### config.mk
export PLATFORM = sky130hd
export DESIGN_NAME = msi_irq_ctrl
export DESIGN_NICKNAME = d
export VERILOG_FILES = /design/src/rtl/msi_irq_pkg.sv /design/src/rtl/msi_irq_ctl.sv /design/src/rtl/msi_irq_dp.sv /design/src/rtl/msi_irq_ctrl.sv
export SDC_FILE = /design/constraint.sdc
export NUM_CORES = 1
export LEC_CHECK = 0
export BUFFER_PORTS_ARGS = -buffer_cell sky130_fd_sc_hd__clkbuf_2
export CAP_MARGIN = 15
export CORE_UTILIZATION = 56
export DETAILED_ROUTE_END_ITERATION = 12
export PLACE_DENSITY = 0.93
export SYNTH_ARGS = -nofsm -noshare
export SYNTH_HDL_FRONTEND = slang
export SYNTH_SLANG_ARGS = --single-unit
### constraint.sdc
create_clock -name clk -period 5.2 [get_ports clk]
set_clock_uncertainty 0.1 [all_clocks]
set_input_delay 0.78 -clock clk [delete_from_list [all_inputs] [get_ports clk]]
set_output_delay 0.78 -clock clk [all_outputs]
set_load 0.1 [all_outputs]
### src/rtl/msi_irq_pkg.sv
package msi_irq_pkg;

  // Register word addresses; software depends on these values.
  localparam int unsigned OFS_PEND    = 0;
  localparam int unsigned OFS_ENSET   = 1;
  localparam int unsigned OFS_ENCLR   = 2;
  localparam int unsigned OFS_ERRRAW  = 3;
  localparam int unsigned OFS_ERRSTAT = 4;
  localparam int unsigned OFS_LEGSET  = 5;
  localparam int unsigned OFS_LEGCLR  = 6;

  typedef struct packed {
    logic pendWr;
    logic enSet;
    logic enClr;
    logic errWr;
    logic legSet;
    logic legClr;
  } strobe_t;

  typedef enum logic [2:0] {
    SEL_PEND,
    SEL_EN,
    SEL_ERR,
    SEL_LEG,
    SEL_NONE
  } rdsel_t;

endpackage

### src/rtl/msi_irq_ctl.sv
module msi_irq_ctl
  import msi_irq_pkg::*;
#(
  parameter int unsigned ADDR_W = 3
) (
  input  logic              clk,
  input  logic              rstN,
  input  logic              regWe,
  input  logic [ADDR_W-1:0] regAddr,
  output strobe_t           stb,
  output rdsel_t            rdSel
);

  always_comb begin
    stb   = '0;
    rdSel = SEL_NONE;
    case (regAddr)
      ADDR_W'(OFS_PEND): begin
        rdSel      = SEL_PEND;
        stb.pendWr = regWe;
      end
      ADDR_W'(OFS_ENSET): begin
        rdSel     = SEL_EN;
        stb.enSet = regWe;
      end
      ADDR_W'(OFS_ENCLR): begin
        rdSel     = SEL_EN;
        stb.enClr = regWe;
      end
      ADDR_W'(OFS_ERRRAW): begin
        rdSel = SEL_ERR;  // read-only view, write dropped
      end
      ADDR_W'(OFS_ERRSTAT): begin
        rdSel     = SEL_ERR;
        stb.errWr = regWe;
      end
      ADDR_W'(OFS_LEGSET): begin
        rdSel      = SEL_LEG;
        stb.legSet = regWe;
      end
      ADDR_W'(OFS_LEGCLR): begin
        rdSel      = SEL_LEG;
        stb.legClr = regWe;
      end
      default: ;
    endcase
  end

  // At most one register is written per cycle (R10: unmapped writes none)
  assert_one_strobe_R10 : assert property (@(posedge clk) disable iff (!rstN)
    $onehot0(stb));

  // Writes only happen when the write strobe is high
  assert_no_strobe_idle_R10 : assert property (@(posedge clk) disable iff (!rstN)
    !regWe |-> (stb == '0));

endmodule

### src/rtl/msi_irq_dp.sv
module msi_irq_dp
  import msi_irq_pkg::*;
#(
  parameter int unsigned NUM_VEC = 32,
  parameter int unsigned DATA_W  = 32,
  parameter int unsigned ERR_W   = 8,
  parameter int unsigned LEG_N   = 4,
  localparam int unsigned VEC_W  = $clog2(NUM_VEC)
) (
  input  logic              clk,
  input  logic              rstN,
  input  strobe_t           stb,
  input  rdsel_t            rdSel,
  input  logic [DATA_W-1:0] wdata,
  input  logic              dbValid,
  input  logic [VEC_W-1:0]  dbVec,
  input  logic [ERR_W-1:0]  errEvent,
  input  logic [LEG_N-1:0]  legIn,
  output logic [DATA_W-1:0] rdata,
  output logic              msiIrq,
  output logic              errIrq,
  output logic              legIrq
);

  logic [NUM_VEC-1:0] pendQ, enQ;
  logic [ERR_W-1:0]   errQ;
  logic [LEG_N-1:0]   legEnQ;

  // Per-vector pending and enable bits
  for (genvar v = 0; v < NUM_VEC; v++) begin : g_vec
    logic hit, ackZero;
    assign hit     = dbValid && (dbVec == VEC_W'(v));
    assign ackZero = stb.pendWr && !wdata[v];
    always_ff @(posedge clk) begin
      if (!rstN) begin
        pendQ[v] <= 1'b0;
        enQ[v]   <= 1'b0;
      end else begin
        // set beats clear on a collision
        pendQ[v] <= hit | (pendQ[v] & !ackZero);
        if (stb.enSet && wdata[v])      enQ[v] <= 1'b1;
        else if (stb.enClr && wdata[v]) enQ[v] <= 1'b0;
      end
    end
  end

  always_ff @(posedge clk) begin
    if (!rstN) begin
      errQ   <= '0;
      legEnQ <= '0;
    end else begin
      errQ <= errEvent | (errQ & (stb.errWr ? wdata[ERR_W-1:0] : {ERR_W{1'b1}}));
      if (stb.legSet)      legEnQ <= legEnQ | wdata[LEG_N-1:0];
      else if (stb.legClr) legEnQ <= legEnQ & ~wdata[LEG_N-1:0];
    end
  end

  assign msiIrq = |(pendQ & enQ);
  assign errIrq = |errQ;
  assign legIrq = |(legIn & legEnQ);

  always_comb begin
    case (rdSel)
      SEL_PEND: rdata = DATA_W'(pendQ);
      SEL_EN:   rdata = DATA_W'(enQ);
      SEL_ERR:  rdata = DATA_W'(errQ);
      SEL_LEG:  rdata = DATA_W'(legEnQ);
      default:  rdata = '0;
    endcase
  end

  assert_db_sets_R2 : assert property (@(posedge clk) disable iff (!rstN)
    dbValid |=> pendQ[$past(dbVec)]);

  assert_ack_keeps_ones_R3 : assert property (@(posedge clk) disable iff (!rstN)
    (stb.pendWr && !dbValid) |=>
      (((pendQ ^ $past(pendQ)) & $past(wdata[NUM_VEC-1:0])) == '0));

  assert_ack_never_sets_R3 : assert property (@(posedge clk) disable iff (!rstN)
    !dbValid |=> ((pendQ & ~$past(pendQ)) == '0));

  assert_en_set_R4 : assert property (@(posedge clk) disable iff (!rstN)
    stb.enSet |=> ((enQ & $past(wdata[NUM_VEC-1:0])) == $past(wdata[NUM_VEC-1:0])));

  assert_en_clr_R4 : assert property (@(posedge clk) disable iff (!rstN)
    stb.enClr |=> ((enQ & $past(wdata[NUM_VEC-1:0])) == '0));

  assert_irq_needs_both_R5 : assert property (@(posedge clk) disable iff (!rstN)
    msiIrq |-> ((pendQ != '0) && (enQ != '0)));

  assert_err_event_R8 : assert property (@(posedge clk) disable iff (!rstN)
    (errEvent != '0) |=> errIrq);

endmodule

### src/rtl/msi_irq_ctrl.sv
module msi_irq_ctrl
  import msi_irq_pkg::*;
#(
  parameter int unsigned NUM_VEC = 32,
  parameter int unsigned DATA_W  = 32,
  parameter int unsigned ADDR_W  = 3,
  parameter int unsigned ERR_W   = 8,
  parameter int unsigned LEG_N   = 4
) (
  input  logic              clk,
  input  logic              rstN,
  input  logic              dbValid,
  input  logic [DATA_W-1:0] dbData,
  input  logic              regWe,
  input  logic [ADDR_W-1:0] regAddr,
  input  logic [DATA_W-1:0] regWdata,
  output logic [DATA_W-1:0] regRdata,
  input  logic [ERR_W-1:0]  errEvent,
  input  logic [LEG_N-1:0]  legIn,
  output logic              msiIrq,
  output logic              errIrq,
  output logic              legIrq
);

  localparam int unsigned VEC_W = $clog2(NUM_VEC);

  strobe_t          stb;
  rdsel_t           rdSel;
  logic [VEC_W-1:0] dbVec;

  assign dbVec = VEC_W'(dbData % DATA_W'(NUM_VEC));

  msi_irq_ctl #(.ADDR_W(ADDR_W)) ctl_i (
    .clk(clk), .rstN(rstN), .regWe(regWe), .regAddr(regAddr),
    .stb(stb), .rdSel(rdSel)
  );

  msi_irq_dp #(
    .NUM_VEC(NUM_VEC), .DATA_W(DATA_W), .ERR_W(ERR_W), .LEG_N(LEG_N)
  ) dp_i (
    .clk(clk), .rstN(rstN), .stb(stb), .rdSel(rdSel), .wdata(regWdata),
    .dbValid(dbValid), .dbVec(dbVec), .errEvent(errEvent), .legIn(legIn),
    .rdata(regRdata), .msiIrq(msiIrq), .errIrq(errIrq), .legIrq(legIrq)
  );

endmodule

### Word-level counts from Yosys, hierarchy flattened

Index checks and enable logic that the tools add are counted.

| operators by class | value |
|---|---|
| $mul | 0 |
| $lt $le $gt $ge | 0 |
| add/sub/neg operators | 0 |
| equal/unequal tests | 40 |
| shifts and indexed selects | 0 |
| muxes and demuxes | 75 |
| reduce and logical (&&, ||, !) cells | 234 |
| bitwise gates (word level) | 71 |
| divide/modulo/power cells | 0 |

Operators by type and width:

| kind | number |
|---|---|
| 1-bit logical AND | 128 |
| 32-bit one-hot mux with 4 select lines | 1 |
| 5-bit == test, second input constant | 16 |
| 1-bit two-way mux | 70 |
| 2-bit nonzero test | 33 |
| 1-bit logical NOT | 64 |
| 5-bit by 4-bit == test with 1-bit output, second input constant | 8 |
| 1-bit AND | 32 |
| 32-bit AND | 1 |
| 1-bit OR | 32 |
| 32-bit OR reduction | 1 |
| 5-bit by 3-bit == test with 1-bit output, second input constant | 4 |
| 3-bit by 2-bit == test with 1-bit output, second input constant | 4 |
| 3-bit one-hot mux with 4 select lines | 1 |
| 5-bit by 2-bit == test with 1-bit output, second input constant | 2 |
| 3-bit == test, second input constant | 3 |
| 4-bit AND | 2 |
| 8-bit AND | 1 |
| 4-bit two-way mux | 2 |
| 8-bit two-way mux | 1 |
| 8-bit OR | 1 |
| 8-bit OR reduction | 1 |
| 3-bit by 1-bit == test with 1-bit output, second input constant | 2 |
| 3-bit logical NOT | 2 |
| 6 further kinds | 8 |

| word-level totals | value |
|---|---|
| output and inout bits | 35 |
| logic and storage cells | 486 |
| register bits | 76 |
| RAM bits | 0 |
| ROM bits | 0 |
| bits of input ports | 83 |
| memories | 0 |
| latch bits | 0 |

### Longest topological paths before layout

Gate-level depths: netlist of the first run.

| logic depth | value |
|---|---|
| depth in word-level cells | 6 |
| mapped depth | 8 |
| mapped depth without buffers | 5 |

### Hierarchy

Synthesis of the first run repeated with hierarchy kept, for this count alone.

| unflattened totals | value |
|---|---|
| cell total of the unflattened synthesis | 438 |
| area total of the unflattened synthesis | 3,832.4 µm² |

Modules (own cells, without submodules):

| module | cells an instance | area an instance (µm²) | times used | seq. area each (µm²) |
|---|---|---|---|---|
| msi_irq_dp | 423 | 3,751.1 | 1 | 1,521.5 |
| msi_irq_ctl | 15 | 81.3 | 1 | 0.0 |

### Worst setup path before layout of the first run

Ideal clock, no wire load.

| timing | value |
|---|---|
| kind | input port to output port |
| from | input regAddr[0] |
| to | output regRdata[0] |
| path slack | 1,092 ps |
| required time | 4,320 ps |
| data arrival time | 3,228 ps |
| path buffers | 2 |
| cell stages on the path | 6 |
| cell sequence | inv_1 > ha_1 > buf_2 > buf_2 > mux2i_1 > o22ai_1 |

| on the way | value |
|---|---|
| cells in the longest elaborated chain, start to end | 5 |
| elaborated cells between the ends (all ways) | 16 |

RTL lines:

| what | RTL line | text |
|---|---|---|
| start: declaration | msi_irq_ctrl.sv:15 | `input logic [ADDR_W-1:0] regAddr,` |
| 3-bit == test (tied with other cells) | msi_irq_ctl.sv:17 | `case (regAddr)` |
| 2-bit OR reduction (no line) | -- |  |
| 3-bit one-hot mux with 4 select lines (*) | msi_irq_ctl.sv:17 |  |
| 3-bit by 2-bit == test with 1-bit output (tied with other cells) | msi_irq_dp.sv:63 | `case (rdSel)` |
| 32-bit one-hot mux with 4 select lines (*) | msi_irq_dp.sv:63 |  |
| end: declaration | msi_irq_ctrl.sv:17 | `output logic [DATA_W-1:0] regRdata,` |

Mark *: on every way between the ends. The rest lies on a longest branch, timed or not.

### Final worst setup path of the first run

| timing | value |
|---|---|
| from | input regAddr[1] |
| to | output regRdata[7] |

The elaborated chain is that of the path after synthesis.

==> results of run 1 <==
-- through the flow --
step	hold WS, ns	total power [mW]	utilization
5_1_grt	0.412	1.37	0.692
3_5_place_dp	0.383	0.809	0.649
3_3_place_gp	0.375	0.802	0.649
4_1_cts	0.395	1.32	0.683
6_report	0.396	1.33	0.692
2_1_floorplan	0.361	0.756	-
-- worst register-to-register path: stages, from the launching register on --
cell and delay [ns]:
dfxtp_1 0.36, o21ai_0 0.13, a21boi_0 0.24
-- placed cells by master, fill, tap and decap left out, types with 3 or more instances in the layout --
| cell type | instances |
|---|---|
| a21boi_0 | 66 |
| a221o_1 | 4 |
| a22oi_1 | 18 |
| and4b_1 | 3 |
| and4bb_2 | 3 |
| clkbuf_2 | 90 |
| clkbuf_8 | 11 |
| dfxtp_1 | 76 |
| ha_1 | 4 |
| inv_1 | 34 |
| mux2i_1 | 32 |
| nand2_1 | 58 |
| nand3_1 | 9 |
| nand4_1 | 8 |
| nor2_1 | 26 |
| nor2b_1 | 8 |
| nor4b_1 | 5 |
| o21a_1 | 16 |
| o21ai_0 | 68 |
| o22ai_1 | 4 |
-- kinds of logic after synthesis --
family / count (synthesis) / synth area share
buffers and inverters: 68 / 0.0742
AO/OA/AOI/OAI: 181 / 0.295
AND/OR/NAND/NOR: 131 / 0.163
adder cells (fa/ha/maj): 5 / 0.0154
flip-flops: 76 / 0.374
multiplexers: 32 / 0.0788
-- final timing paths --
kind | to | depth (start not counted) | start
max | regRdata[7] | 6 | regAddr[1]
min | dp_i.enQ[3] | 2 | dp_i.enQ[3]
max reg2reg | dp_i.pendQ[24] | 2 | dp_i.pendQ[24]
min reg2reg | dp_i.enQ[3] | 2 | dp_i.enQ[3]
-- registers in the layout (all words and copies together), names as in the netlist, named ones only --
signal / count
dp_i.pendQ: 32
dp_i.enQ: 32
dp_i.errQ: 8
-- cell type report --
type	count	area [µm²]
clock inverters	5	82.6
flip-flops and latches	76	1520
multi-input cells	349	2240
repair buffers	95	528
clock buffers	11	151
fillers	504	2130
well taps	96	120
inverters	35	131
-- power groups by stage --
stage          Sequential, mW  Combinational, mW  Clock (mW)
6_report                0.606              0.198       0.527
2_1_floorplan           0.616              0.140           0
4_1_cts                 0.605              0.191       0.525
3_5_place_dp            0.619              0.190           0
5_1_grt                 0.607              0.210       0.553
3_3_place_gp            0.618              0.184           0
-- per-layer routing --
metal  vias up  global-route usage  wire length, µm
li1       1886                   -                -
met1      1937               0.358             4430
met2       222               0.539             5700
met3        41              0.0455              933
met4         0               0.139              320
met5         -                   0                0
==> metrics.yaml, run 1 <==
outcome:
  status: "completed"
placed_design:
  routabilityCongestion: 0.903
  post-place-cells: 648
  pre_cts_ws_ns: 1.42
  placed_cell_area_um2: 4480
  dp_hpwl_um: 7750
  io_buffers: 90
logic_synthesis:
  synthFlopType: "dfxtp_1"
  synthTopCellsByArea: "dfxtp_1, a21boi_0, o21ai_0"
  synth_edf_count: 0
  synth.top_cell.area_share: 0.374
  syn-num-nets: 581
  synth.avg_cell_area_um2: 8.25
  seq_area_frac_synth: 0.374
  synth-async-reset-ratio: 0
  synthCells: 493
  ys_top_cells_by_count: "dfxtp_1, o21ai_0, a21boi_0"
  syn_area_um2: 4070
  ys_seq_elements: 76
  synth_most_common_cell: "dfxtp_1"
  yosys_warnings: 0
  yosysTopAreaCell: "dfxtp_1"
  synth_cell_types: 35
setup_path:
  crit_path_top_delay_cell: "ha_2"
  endpoint_kind: "output port"
  cp-start-kind: "primary input"
  reg2reg_slack_ns: 4.29
  cp_cell_sequence: "clkbuf_2, inv_1, ha_2, nor3b_2, a221o_1, clkbuf_2"
  crit_type: "in -> out"
  crit_family: "adder cells"
  cp.required_ns: 4.32
  crit_fanout: 30
  critical_path.most_common_cell: "clkbuf_2"
  worst_path_largest_cell_delay_ns: 0.87
  crit_buf_inv: 3
  crit_arrival_ns: 3.02
sta:
  min_period_ns: 3.90
  slew_violations: 0
  setup_slack_ns: 1.30
  max_clock_freq_mhz: 257
  tightestPinTransition_ns: 0.934
  finalHoldViolations: 0
  tns_ns: 0
  maxSlewHeadroom: 0.369
  setup_viol: 0
  finalCritPeriodShare: 0.749
  rsz0062_at_grt: "no"
global_routing:
  gr-total-overflow: 0
  grt_pass1_vias: 3852
  antenna_found_initial: 0
  grt_max_degree: 77
  grt_util_all_layers: 0.302
  grt_pass1_wl_um: 17800
cts:
  clock_path_buffers: 2
  clkLatencyLatePin_ns: 0.35
  hold_buffers: 0
  h-tree-depth: 3
  cts_setup_buffers: 0
  cts_resized: 0
  cts_buffers: 9
  root_buffer: "clkbuf_8"
  cts_tree: "done"
  cts_sinks: 76
  clkSlewWorstSetupHoldPaths_ns: 0.08
pwr:
  leakagePower_nw: 1.96
  swShare: 0.278
  combPwrFrac: 0.149
  p_seq_frac: 0.455
  ir_worst_vdd_v: 0.000159
  clkPwrFrac: 0.396
  power_switching_mw: 0.370
  p_per_area_nw_per_um2: 278
  p_int_mw: 0.960
detailed_routing:
  drt-total-wl_um: 11400
  drt_iter0_drc: 361
  num_vias: 4086
  antenna_left: 0
  avgRoutedWirePerCell_um: 17.1
  dr.pass1.iters: 6
  drcViolationCount: 0
  vias_per_cell: 6.13
floorplan:
  io_pins: 118
  fp.dieArea_um2: 7600
  rows: 30
  core-area_um2: 6910
  die_h_um: 87.2
  die_w_um: 87.2
  start_util: 0.589
cells_and_area:
  fin_area_um2: 4780
  fin_cells: 667
  fin_nets: 654
  drive_gt1_frac: 0.208
  antenna_cells: 0
  syn_to_final_growth_pct: 17.6
min_path:
  hold_path.class: "reg -> reg"
run:
  maxCapViolations: 0
(Power assumes the default switching activity.)
==> inputs of run 2 (changes only) <==
--- a/config.mk
+++ b/config.mk
@@ -7,9 +7,9 @@
 export LEC_CHECK = 0
 export BUFFER_PORTS_ARGS = -buffer_cell sky130_fd_sc_hd__clkbuf_2
 export CAP_MARGIN = 15
-export CORE_UTILIZATION = 56
+export CORE_UTILIZATION = 47
 export DETAILED_ROUTE_END_ITERATION = 12
-export PLACE_DENSITY = 0.93
+export PLACE_DENSITY = 0.84
 export SYNTH_ARGS = -nofsm -noshare
 export SYNTH_HDL_FRONTEND = slang
 export SYNTH_SLANG_ARGS = --single-unit
==> constraint.sdc (replaced) <==
create_clock -name clk -period 3.2 [get_ports clk]
set_clock_uncertainty 0.1 [all_clocks]
set_input_delay 0.48 -clock clk [delete_from_list [all_inputs] [get_ports clk]]
set_output_delay 0.48 -clock clk [all_outputs]
set_load 0.1 [all_outputs]
==> metrics.yaml, run 2 (synthesis gave the netlist of run 1 again) <==
outcome:
  status: "completed"
sta:
  setup_slack_ns: 0.436  # -0.868 ns
  setup_viol: 0  # unchanged
  min_period_ns: 2.76
  finalCritPeriodShare: 0.864
  tightestPinTransition_ns: 0.671  # -0.263 ns
  finalHoldViolations: 0  # unchanged
  max_clock_freq_mhz: 362
  slew_violations: 0  # unchanged
  maxSlewHeadroom: 0.547  # +0.177
  rsz0062_at_grt: "no"
cts:
  clkLatencyLatePin_ns: 0.35  # about the same
  hold_buffers: 0  # unchanged
  cts_sinks: 76  # unchanged
  h-tree-depth: 3  # unchanged
  cts_resized: 0  # unchanged
  root_buffer: "clkbuf_8"
  cts_setup_buffers: 0  # unchanged
  clock_path_buffers: 2  # unchanged
  clkSlewWorstSetupHoldPaths_ns: 0.08  # about the same
  cts_tree: "done"
  cts_buffers: 9  # unchanged
setup_path:
  crit_path_top_delay_cell: "ha_1"
  critPathLaunch: "regAddr[1]"
  r2r-end: "dp_i.pendQ[5]"
  cp_cell_sequence: "clkbuf_2, inv_1, ha_1, nor3_2, or2_1, buf_4, nor2_1, buf_12"
  crit_type: "in -> out"
  worst_path_largest_cell_delay_ns: 0.38  # -0.49 ns
  rr_startpoint: "dp_i.pendQ[5]"
  crit_fanout: 13  # -57%
  crit_buf_inv: 4  # +1
  crit_family: "simple AND/OR/NAND/NOR gates"
  cp-start-kind: "primary input"
  endpoint_kind: "output port"
  reg2reg_slack_ns: 2.31  # -1.98 ns
  r2r_cells: 2  # unchanged
  crit_arrival_ns: 2.18  # -0.84 ns
  cp.required_ns: 2.62  # -1.70 ns
floorplan:
  fp.dieArea_um2: 9030  # +19%
  core-area_um2: 8300  # +20%
  io_pins: 118  # unchanged
  die_h_um: 95  # +8.9%
  start_util: 0.490  # -0.0988
  rows: 33  # +10%
  die_w_um: 95  # +8.9%
cells_and_area:
  layout_common_cells: "dfxtp_1, o21ai_0, a21boi_0, nand2_1, clkbuf_2"
  fin_nets: 657  # +0.46%
  fin_cells: 678  # +1.6%
  filler_cell_count: 619  # +23%
  seq_area_um2: 1520  # unchanged
  utilization: 0.636  # -0.0557
  drive_gt1_frac: 0.218  # +0.00974
  layout_commonest_cell: "dfxtp_1"
  antenna_cells: 0  # unchanged
  syn_to_final_growth_pct: 29.9
  reg_top3: "dp_i.enQ (32), dp_i.pendQ (32), dp_i.errQ (8)"
  multi_input_area_um2: 2270  # +1.1%
pwr:
  leakagePower_nw: 2.07  # +5.7%
  ir_worst_vdd_v: 0.000251  # +57%
  total_power_mw: 2.18  # +64%
  p_per_area_nw_per_um2: 412  # +48%
detailed_routing:
  drcViolationCount: 0  # unchanged
  avgRoutedWirePerCell_um: 16.9  # -1.1%
  drt-total-wl_um: 11400  # +0.51%
  num_vias: 4022  # -1.6%
  dr.pass1.iters: 6  # unchanged
  vias_per_cell: 5.93  # -3.2%
  drt_iter0_drc: 270  # -25%
  antenna_left: 0  # unchanged
placed_design:
  post-place-cells: 663  # +2.3%
  pre_cts_ws_ns: 0.484  # -0.938 ns
  dp_hpwl_um: 7870  # +1.6%
  routabilityCongestion: 0.879  # -2.7%
  io_buffers: 90  # unchanged
global_routing:
  grt_pass1_vias: 3852  # unchanged
  grt_util_all_layers: 0.263  # -0.0399
  grt_max_degree: 77  # unchanged
  grt_pass1_wl_um: 18200  # +2.4%
  gr-total-overflow: 0  # unchanged
  antenna_found_initial: 0  # unchanged
run:
  maxCapViolations: 0  # unchanged
min_path:
  hold_depth: 2  # unchanged
  min_to: "dp_i.errQ[5]"
  hp-start: "errEvent[5]"
  hold_path.class: "in -> reg"
## run 2: cell types whose count changed in the layout (fill, tap and decap cells not counted)
cell        previous run  this run
buf_12                 1        33
clkbuf_2              90        58
buf_4                  2         7
o22ai_1                4         0
o22ai_2                0         4
buf_16                 1         0
buf_8                  1         0
clkinv_4               1         0
clkinvlp_4             0         1
inv_6                  1         0
## run 2: layout make-up
cell class | count | area share
clock buffers | 11 | 0.0287
clock inverters | 4 | 0.0137
inverters | 35 | 0.0249
well taps | 105 | 0.0249
repair buffers | 98 | 0.190
multi-input cells | 349 | 0.430
flip-flops and latches | 76 | 0.288
## run 2: worst max path at each step
| stage | end | slack [ns] | cells past startpoint |
|---|---|---|---|
| after floorplan | regRdata[10] | -0.13 | 7 |
| after global placement | regRdata[12] | 0.55 | 8 |
| after detailed placement | regRdata[12] | 0.48 | 8 |
| after CTS | regRdata[12] | 0.47 | 8 |
| after global routing | regRdata[6] | 0.38 | 7 |
| final | regRdata[12] | 0.44 | 8 |
## run 2: metal layers
metal	part of all wire	GRT usage	wire length, µm	vias to the layer above
met2	0.48	0.429	5500	174
met3	0.076	0.0531	866	32
li1	-	-	-	1891
met1	0.42	0.335	4770	1925
met4	0.026	0.112	303	0
met5	0	0	0	-
## run 2: power by group
part / leakage (nW) / internal [mW] / switching, mW
combinational: 1.35 / 0.137 / 0.220
clock: 0.111 / 0.476 / 0.360
sequential: 0.617 / 0.967 / 0.0174
total: 2.07 / 1.58 / 0.597
## run 2: per-stage QoR
stage               area [µm²]  hold slack [ns]  setup TNS, ns
floorplan                 4090            0.361          -2.82
global placement          5060            0.374              0
detailed placement        5060            0.394              0
CTS                       5280            0.240              0
global route              5280            0.243              0
finish                    5280            0.237              0
